[config.mk]
export PLATFORM = sky130hd
export DESIGN_NAME = regcmd_interp
export DESIGN_NICKNAME = d
export VERILOG_FILES = /design/src/rtl/regcmd_pkg.sv /design/src/rtl/regcmd_decode.sv /design/src/rtl/regcmd_regfile.sv /design/src/rtl/regcmd_interp.sv
export SDC_FILE = /design/constraint.sdc
export NUM_CORES = 1
export LEC_CHECK = 0
export BUFFER_PORTS_ARGS = -buffer_cell sky130_fd_sc_hd__buf_4
export CAP_MARGIN = 20
export CORE_ASPECT_RATIO = 1.5
export CORE_MARGIN = 2
export CORE_UTILIZATION = 50
export DETAILED_ROUTE_END_ITERATION = 8
export PLACE_DENSITY = 0.67
export SLEW_MARGIN = 5
export SYNTH_ARGS = -nofsm -noshare
export SYNTH_HDL_FRONTEND = slang
export SYNTH_SLANG_ARGS = --single-unit
[constraint.sdc]
create_clock -name clk -period 3.6 [get_ports clk]
set_clock_uncertainty 0.15 [all_clocks]
set_input_delay 0.18 -clock clk [delete_from_list [all_inputs] [get_ports clk]]
set_output_delay 0.18 -clock clk [all_outputs]
set_load 0.01 [all_outputs]
[src/rtl/regcmd_pkg.sv]
package regcmd_pkg;

  typedef enum logic [1:0] {
    ST_IDLE,
    ST_GET_COUNT,
    ST_READ_BURST,
    ST_WRITE_BURST
  } st_e;

  typedef enum logic [1:0] {
    OPK_READ,
    OPK_WRITE,
    OPK_STOP,
    OPK_OTHER
  } opk_e;

  localparam logic [3:0] READ_NIB  = 4'h1;
  localparam logic [3:0] WRITE_NIB = 4'h5;
  localparam logic [7:0] STOP_CODE = 8'h0F;

  // Opcode class from the upper nibble, stop code matched in full
  function automatic opk_e classify(input logic [7:0] op);
    if (op == STOP_CODE)          return OPK_STOP;
    else if (op[7:4] == READ_NIB) return OPK_READ;
    else if (op[7:4] == WRITE_NIB) return OPK_WRITE;
    else                          return OPK_OTHER;
  endfunction

  // Burst address step; the register space is a power of two so it wraps
  function automatic logic [3:0] step_addr(input logic [3:0] a);
    return a + 4'd1;
  endfunction

endpackage

[src/rtl/regcmd_decode.sv]
module regcmd_decode
  import regcmd_pkg::*;
(
  input  logic [7:0] op,
  output opk_e       kind,
  output logic [3:0] start_reg
);
  always_comb begin
    kind      = classify(op);
    start_reg = op[3:0];
  end
endmodule

[src/rtl/regcmd_regfile.sv]
module regcmd_regfile #(
  parameter int ADDR_W = 4,
  parameter int DATA_W = 8
) (
  input  logic              clk,
  input  logic              rst_n,
  input  logic              we,
  input  logic [ADDR_W-1:0] waddr,
  input  logic [DATA_W-1:0] wdata,
  input  logic [ADDR_W-1:0] raddr,
  output logic [DATA_W-1:0] rdata
);
  localparam int NREG = 1 << ADDR_W;

  logic [DATA_W-1:0] regs_q [NREG];

  for (genvar g = 0; g < NREG; g++) begin : g_reg
    always_ff @(posedge clk) begin
      if (!rst_n)
        regs_q[g] <= '0;
      else if (we && waddr == ADDR_W'(g))
        regs_q[g] <= wdata;
    end
  end

  assign rdata = regs_q[raddr];
endmodule

[src/rtl/regcmd_interp.sv]
module regcmd_interp
  import regcmd_pkg::*;
(
  input  logic       clk,
  input  logic       rst_n,
  input  logic       in_vld,
  input  logic [7:0] in_byte,
  output logic       byte_req,
  output logic [7:0] dout,
  output logic       dout_vld,
  output logic       wr_en,
  output logic [3:0] wr_addr,
  output logic [7:0] wr_data,
  output logic       disp_vld,
  output logic [7:0] disp_op,
  input  logic       cont_start,
  output logic       cont_mode
);
  localparam int ADDR_W = 4;
  localparam int DATA_W = 8;

  st_e               st_q;
  logic [ADDR_W-1:0] addr_q;
  logic [ADDR_W-1:0] cnt_q;
  logic              is_rd_q;
  logic [DATA_W-1:0] dout_q;
  logic              disp_q;
  logic [7:0]        disp_op_q;
  logic              cont_q;

  opk_e              op_kind;
  logic [ADDR_W-1:0] op_reg;
  logic [ADDR_W-1:0] rf_raddr;
  logic [DATA_W-1:0] rf_rdata;

  // Named events
  logic opcode_take;
  logic count_take;
  logic burst_take;
  logic burst_last;
  logic [ADDR_W-1:0] addr_nxt;

  regcmd_decode u_dec (
    .op        (in_byte),
    .kind      (op_kind),
    .start_reg (op_reg)
  );

  assign opcode_take = in_vld && (st_q == ST_IDLE);
  assign count_take  = in_vld && (st_q == ST_GET_COUNT);
  assign burst_take  = in_vld && (st_q == ST_READ_BURST || st_q == ST_WRITE_BURST);
  assign burst_last  = burst_take && (cnt_q == '0);
  assign addr_nxt    = step_addr(addr_q);

  assign wr_en   = in_vld && (st_q == ST_WRITE_BURST);
  assign wr_addr = addr_q;
  assign wr_data = in_byte;

  // Read port looks at the first register on the count byte, then one ahead
  assign rf_raddr = (st_q == ST_GET_COUNT) ? addr_q : addr_nxt;

  regcmd_regfile #(.ADDR_W(ADDR_W), .DATA_W(DATA_W)) u_rf (
    .clk   (clk),
    .rst_n (rst_n),
    .we    (wr_en),
    .waddr (wr_addr),
    .wdata (wr_data),
    .raddr (rf_raddr),
    .rdata (rf_rdata)
  );

  always_ff @(posedge clk) begin
    if (!rst_n) begin
      st_q      <= ST_IDLE;
      addr_q    <= '0;
      cnt_q     <= '0;
      is_rd_q   <= 1'b0;
      dout_q    <= '0;
      disp_q    <= 1'b0;
      disp_op_q <= '0;
      cont_q    <= 1'b0;
    end else begin
      disp_q <= 1'b0;
      if (cont_start) cont_q <= 1'b1;
      if (opcode_take) begin
        unique case (op_kind)
          OPK_READ: begin
            addr_q  <= op_reg;
            is_rd_q <= 1'b1;
            st_q    <= ST_GET_COUNT;
          end
          OPK_WRITE: begin
            addr_q  <= op_reg;
            is_rd_q <= 1'b0;
            st_q    <= ST_GET_COUNT;
          end
          OPK_STOP: cont_q <= 1'b0;
          default: begin
            disp_q    <= 1'b1;
            disp_op_q <= in_byte;
          end
        endcase
      end
      if (count_take) begin
        cnt_q <= in_byte[ADDR_W-1:0];
        if (is_rd_q) begin
          st_q   <= ST_READ_BURST;
          dout_q <= rf_rdata;
        end else begin
          st_q <= ST_WRITE_BURST;
        end
      end
      if (burst_take) begin
        if (burst_last) begin
          st_q <= ST_IDLE;
        end else begin
          addr_q <= addr_nxt;
          cnt_q  <= cnt_q - 1'b1;
          if (st_q == ST_READ_BURST) dout_q <= rf_rdata;
        end
      end
    end
  end

  assign byte_req  = (st_q != ST_IDLE);
  assign dout      = dout_q;
  assign dout_vld  = (st_q == ST_READ_BURST);
  assign disp_vld  = disp_q;
  assign disp_op   = disp_op_q;
  assign cont_mode = cont_q;
endmodule

* Yosys cells after proc, flatten, opt, wreduce, memory -nomap -nowiden
Memory sizes are Yosys's and may differ from the RTL's. Index checks and enable logic that the tools add are counted.
Cells by class: add/sub/neg operators 2, eq/ne operators 23, muxes and demuxes 92, bitwise gates (word level) 17, reduce and logical (&&, ||, !) cells 33
Operators by type and width (count):
- 8-bit 2-to-1 mux | 21
- 1-bit 2-to-1 mux | 54
- 4-bit == test (second input constant) | 8
- 4-bit 2-to-1 mux | 8
- 1-bit logical AND | 21
- 4-bit by 3-bit == test with 1-bit output (second input constant) | 5
- 2-bit 2-to-1 mux | 8
- 1-bit OR | 16
- 4-bit by 1-bit == test with 1-bit output (second input constant) | 2
- 4-bit by 2-bit == test with 1-bit output (second input constant) | 2
- 8-bit by 4-bit == test with 1-bit output (second input constant) | 1
- 4-bit zero test | 2
- 2-bit == test (second input constant) | 3
- 2-bit AND reduction | 3
- 4-bit by 1-bit adder with 4-bit output (second input constant) | 1
- 2-bit by 1-bit == test with 1-bit output (second input constant) | 2
- 2-bit zero test | 2
- 2-bit nonzero test | 2
- 4-bit by 1-bit subtractor with 4-bit output (second input constant) | 1
- 3-bit OR reduction | 1
- 1-bit one-hot mux with 2 select lines | 1
- 2-bit OR reduction | 1
- 1-bit logical OR | 1
- 1-bit NOT | 1
Word-level totals: register bits 29, bits in writable memories 128, logic and storage cells 176, memories 1
Memory list:
- u_rf.regs_q | depth 16, bits a word 8, read ports 1, clocked after memory_dff 0, write ports 16, RTL line regcmd_regfile.sv:15 | logic [DATA_W-1:0] regs_q [NREG];

* Longest topological paths before layout
depth in word-level cells 11, gate-level depth with buffers 14

* By module
A second synthesis with hierarchy kept.
Second synthesis, totals: cells, all modules 554, area, all modules 7417.1 um2
Modules (own cells, without submodules):
- regcmd_regfile | instances 1, cells an instance 381, area each 5945.7 um2, seq. area each 3843.7 um2
- regcmd_interp | instances 1, cells an instance 165, area each 1417.6 um2, seq. area each 580.6 um2
- regcmd_decode | instances 1, cells an instance 8, area each 53.8 um2, seq. area each 0.0 um2

* Worst setup path before layout
Ideal clock, no wire load.
path type reg2reg, from register addr_q[0] (netlist: wr_addr[0]), to register dout_q[7] (netlist: dout[7]), arrival 2.691 ns, required time 3.333 ns, setup slack 0.642 ns, cell stages (with the launch flop) 13, period minus slack after synthesis 2.958 ns, cells stage by stage dfxtp_1 -> buf_4 -> inv_2 -> buf_1 -> ha_1 -> buf_2 -> buf_2 -> buf_2 -> a211oi_1 -> a21oi_1 -> mux4_2 -> nand2_1 -> nand2_1
Between the ends: longest elaborated chain between the ends 8
Ends and longest elaborated chain:
- start: declaration | RTL line regcmd_interp.sv:23 | logic [ADDR_W-1:0] addr_q;
- start signal: assignment | RTL line regcmd_interp.sv:88 | addr_q <= op_reg;
- start signal: assignment | RTL line regcmd_interp.sv:93 | addr_q <= op_reg;
- start signal: assignment | RTL line regcmd_interp.sv:117 | addr_q <= addr_nxt;
- 4-bit by 1-bit adder with 4-bit output | RTL line regcmd_pkg.sv:31 | return a + 4'd1;
- 4-bit 2-to-1 mux * | RTL line regcmd_interp.sv:60 | assign rf_raddr = (st_q == ST_GET_COUNT) ? addr_q : addr_nxt;
- memory 16 x 8 bit *
- 8-bit 2-to-1 mux | RTL line regcmd_interp.sv:106 | if (is_rd_q) begin
- 8-bit 2-to-1 mux | RTL line regcmd_interp.sv:104 | if (count_take) begin
- 8-bit 2-to-1 mux | RTL line regcmd_interp.sv:119 | if (st_q == ST_READ_BURST) dout_q <= rf_rdata;
- 8-bit 2-to-1 mux | RTL line regcmd_interp.sv:114 | if (burst_last) begin
- 8-bit 2-to-1 mux * | RTL line regcmd_interp.sv:113 | if (burst_take) begin
- end signal: assignment | RTL line regcmd_interp.sv:108 | dout_q <= rf_rdata;
- end signal: assignment | RTL line regcmd_interp.sv:119
- end: declaration | RTL line regcmd_interp.sv:26 | logic [DATA_W-1:0] dout_q;
Every way passes the cells marked *; elsewhere a longest branch is shown, timed or not. A chain may end at the register's enable or synchronous reset.

* Worst setup path after layout
from register st_q[0], to register dout_q[0] (netlist: dout[0])
Between the ends: longest elaborated chain between the ends 8, elaborated cells on any way between the ends 14, classes of those cells 3 x eq/ne; 6 x mux; 4 x reduce/logical; 1 x memory
Ends and longest elaborated chain:
- start: declaration | RTL line regcmd_interp.sv:22 | st_e st_q;
- start signal: assignment | RTL line regcmd_interp.sv:74 | st_q <= ST_IDLE;
- start signal: assignment | RTL line regcmd_interp.sv:90 | st_q <= ST_GET_COUNT;
- start signal: assignment | RTL line regcmd_interp.sv:95 | st_q <= ST_GET_COUNT;
- 2-bit by 1-bit == test with 1-bit output | RTL line regcmd_interp.sv:50, regcmd_interp.sv:60
- 4-bit 2-to-1 mux | RTL line regcmd_interp.sv:60
- memory 16 x 8 bit
- 8-bit 2-to-1 mux | RTL line regcmd_interp.sv:106
- 8-bit 2-to-1 mux | RTL line regcmd_interp.sv:104
- 8-bit 2-to-1 mux | RTL line regcmd_interp.sv:119
- 8-bit 2-to-1 mux | RTL line regcmd_interp.sv:114
- 8-bit 2-to-1 mux * | RTL line regcmd_interp.sv:113
Marks and branches as above.

==> flow_summary.toml <==
[flow_run]
cap_viol_max_count = 0

[timing]
timing_worst_slew_pin_value_ns = 0.862
max_clock_freq_mhz = 347
fin_worst_hold_slack_ns = 0.00833
summed_negative_setup_slack_over_all_endpoints_ns = 0
rsz_0062_raised_after_global_routing = "no"
final_setup_violation_count = 0
number_of_max_slew_violations_in_the_final_report = 0
relSlewSlack_pct = 42.5
hold_violations = 0
final.period_utilization_pct = 80.1
fin_ws_ns = 0.717
clock_period_minus_worst_slack_ns = 2.88

[clocking]
post_cts_repair_resize_count = 0
clock_latency_at_the_later_pin_of_the_worst_skew_pair_ns = 0.43
cts_num_sinks = 157
cts_tree = "yes"
cts_root_buf = "clkbuf_16"
cts_buffers = 17
clk_pin_slew_ns = 0.06
h-tree-depth = 4
cts-root-to-sink-buffers = 2

[power]
cellLeakagePower_nw = 3.44
p_total_mw = 4.06
pwr_density_cell_nw_per_um2 = 430
ir_worst_vdd_mv = 0.429

[worst_setup_path]
critPathRequiredTime_ns = 3.76
critPathMostFrequentCell = "a21oi_1"
worst_path_largest_cell_delay_ns = 0.75
worstPathBufferInverterCount = 0
r2r_start = "st_q[0]$_SDFF_PN0_"
endpoint_kind = "register"
crit_slowest_cell = "nor2b_2"
crit_path_from = "st_q[0]$_SDFF_PN0_"
worstReg2RegEnd = "dout[0]$_SDFF_PN0_"
worst_r2r_path_depth = 5
startpoint_type = "register"
criticalPathCategory = "reg -> reg"
critical_path.cell_chain = "nor2b_2, xnor2_4, mux4_1, a21oi_1, a21oi_1"
critPathTopFamily = "simple AND/OR/NAND/NOR gates"
worstSetupPathDepth = 5
regToRegSetupSlack_ns = 0.72
endpoint = "dout[0]$_SDFF_PN0_"
critPathArrivalTime_ns = 3.04
critical_path_peak_fanout = 14

[layout]
postLayoutCellArea_um2 = 9450
share_of_cells_above_drive_strength_1_pct = 19.2
antenna-diode-count = 0
syn2layout_area_growth_pct = 13.2
num-nets-final = 748

[drt]
detailedRoute.firstPassIterationCount = 6
avg_vias_per_cell = 5.90
drt-wirelength-per-cell_um = 22.3
final_antenna_net_count = 0
via_total_after_detailed_routing = 5595
drt_drc_violations_left = 0
first_iteration_detailed_routing_drc_count = 434
wl_mm = 21.2

[floorplanning]
row_count = 57
die_height_um = 162
boundaryPins = 45
core_region_area_um2 = 16300
floorplan.die.width_um = 110
floorplan.initialDensity_pct = 51.4
dieArea_um2 = 17800

[synth]
syn-num-nets = 709
synth.cell_area_um2 = 8350
syn_avg_cell_area_um2 = 12.1
synthArstFlopShare_pct = 0
count_of_flip_flops_with_a_built_in_enable_after_synthesis = 128
ys_warn_count = 0
synth.ff_latch_count = 157
yosys_most_used_dff = "edfxtp_1"
synthesized_netlist_cell_count = 691
sequential_to_total_area_share_from_yosys_stat_pct = 53.0
ys_types = 50

[placement]
gpl.final_weighted_congestion = 0.906
placement.cell_area_um2 = 8890
dp.final_hpwl_mm = 14.4
pre_cts_ws_ns = 0.788
port-buffer-count = 44

[global_routing]
grt_overflow = 0
grt_usage_pct = 25.4
grt_pass1_vias = 5879
antenna_found_initial = 0
grt_max_degree = 51
grt_first_pass_wirelength_mm = 33.2

[hold_path]
holdCritPathClass = "in -> reg"

[outcome]
run_status = "finished clean"
per-layer routing:
| layer | wire length, um | vias up | track usage, % |
|---|---|---|---|
| li1 | - | 2583 | - |
| met1 | 8160 | 2752 | 31.4 |
| met2 | 11100 | 218 | 43.5 |
| met3 | 1310 | 42 | 4.94 |
| met4 | 615 | 0 | 9.49 |
| met5 | 0 | - | 0 |
cell type report:
type,count,area [um^2]
well taps,206,258
flip-flops and latches,157,4430
multi-input cells,470,3620
fillers,1350,6810
clock inverters,13,109
clock buffers,19,433
inverters,10,37.5
repair buffers,74,573
through the flow:
stage / instances / util, %
2_1_floorplan: 691 / -
3_3_place_gp: 915 / 54.7
3_5_place_dp: 915 / 54.7
4_1_cts: 949 / 58.1
5_1_grt: 949 / 58.1
6_report: 949 / 58.1
power breakdown:
group | internal (mW) | switching [mW]
clock | 0.896 | 0.778
combinational | 0.143 | 0.196
sequential | 2.02 | 0.0347
total | 3.06 | 1.01
cell usage after synthesis (all sizes together), types with 3 or more instances:
master | number | area (um^2)
and2 | 129 | 807
mux2i | 99 | 991
nor3b | 3 | 22.5
edfxtp | 128 | 3840
nor2b | 10 | 65.1
nor2 | 44 | 168
inv | 9 | 33.8
ha | 6 | 75.1
nand3 | 16 | 80.1
o221ai | 3 | 26.3
xnor2 | 3 | 45.1
nand2 | 29 | 109
o211ai | 4 | 35.0
or2 | 6 | 37.5
a31oi | 5 | 31.3
nor3 | 6 | 35.0
a21oi | 20 | 100
nand2b | 3 | 18.8
mux4 | 26 | 589
clkbuf | 21 | 78.8
a211oi | 9 | 67.6
o21ai | 31 | 155
dfxtp | 29 | 581
buf | 33 | 205
worst min-delay path, delay by kind of cell:
family / cells / cell delay [ns]
buffers and inverters: 1 / 0.21
AOI/OAI and AO/OA: 2 / 0.15
cell usage in the layout, fill, tap and decap left out, types with 3 or more instances in the layout:
cell type / n
a21oi_1: 20
inv_1: 8
clkbuf_16: 17
nand3_1: 16
a31oi_1: 5
dfxtp_1: 28
nor3_1: 5
mux2i_1: 99
o21ai_0: 30
nand2b_1: 3
inv_6: 5
o221ai_1: 3
mux4_2: 25
edfxtp_1: 128
or2_2: 6
and2_1: 129
nand2_1: 29
o211ai_1: 3
buf_4: 71
nor2_1: 43
clkinvlp_4: 6
a211oi_1: 9
ha_1: 5
nor3b_1: 3
nor2b_1: 9
what timing repair did:
action,4_1_cts,5_1_grt
hold endpoints to repair,2,0
hold buffers,2,0
setup buffers,0,0
flip-flops by register name, indices dropped and copies added, names as in the netlist:
register / count
disp_vld: 1
st_q: 2
u_rf.regs_q: 128
cont_mode: 1
wr_addr: 4
dout: 8
is_rd_q: 1
disp_op: 8
cnt_q: 4
worst min-delay path by stage:
stage,from,end,depth (start not counted),slack [ns]
global placement,disp_op[0]$_SDFFE_PN0P_,disp_op[0]$_SDFFE_PN0P_,2,0.29
CTS,in_byte[3],cnt_q[3]$_SDFF_PN0_,3,0.005
detailed placement,disp_op[0]$_SDFFE_PN0P_,disp_op[0]$_SDFFE_PN0P_,2,0.29
finish,rst_n,disp_op[1]$_SDFFE_PN0P_,3,0.008
global route,rst_n,disp_op[0]$_SDFFE_PN0P_,3,0.03
floorplan,in_byte[6],is_rd_q$_SDFFE_PN0P_,1,0.13
cells by family after synthesis:
family / share of synthesized area (%)
muxes: 18.9
AOI/OAI and AO/OA: 5.80
xor gates and xnor gates: 0.749
and+or+nand+nor: 16.8
DFF: 53.0
adders and majority gates: 0.899
buffers and inverters: 3.85
(Power assumes the default switching activity.)
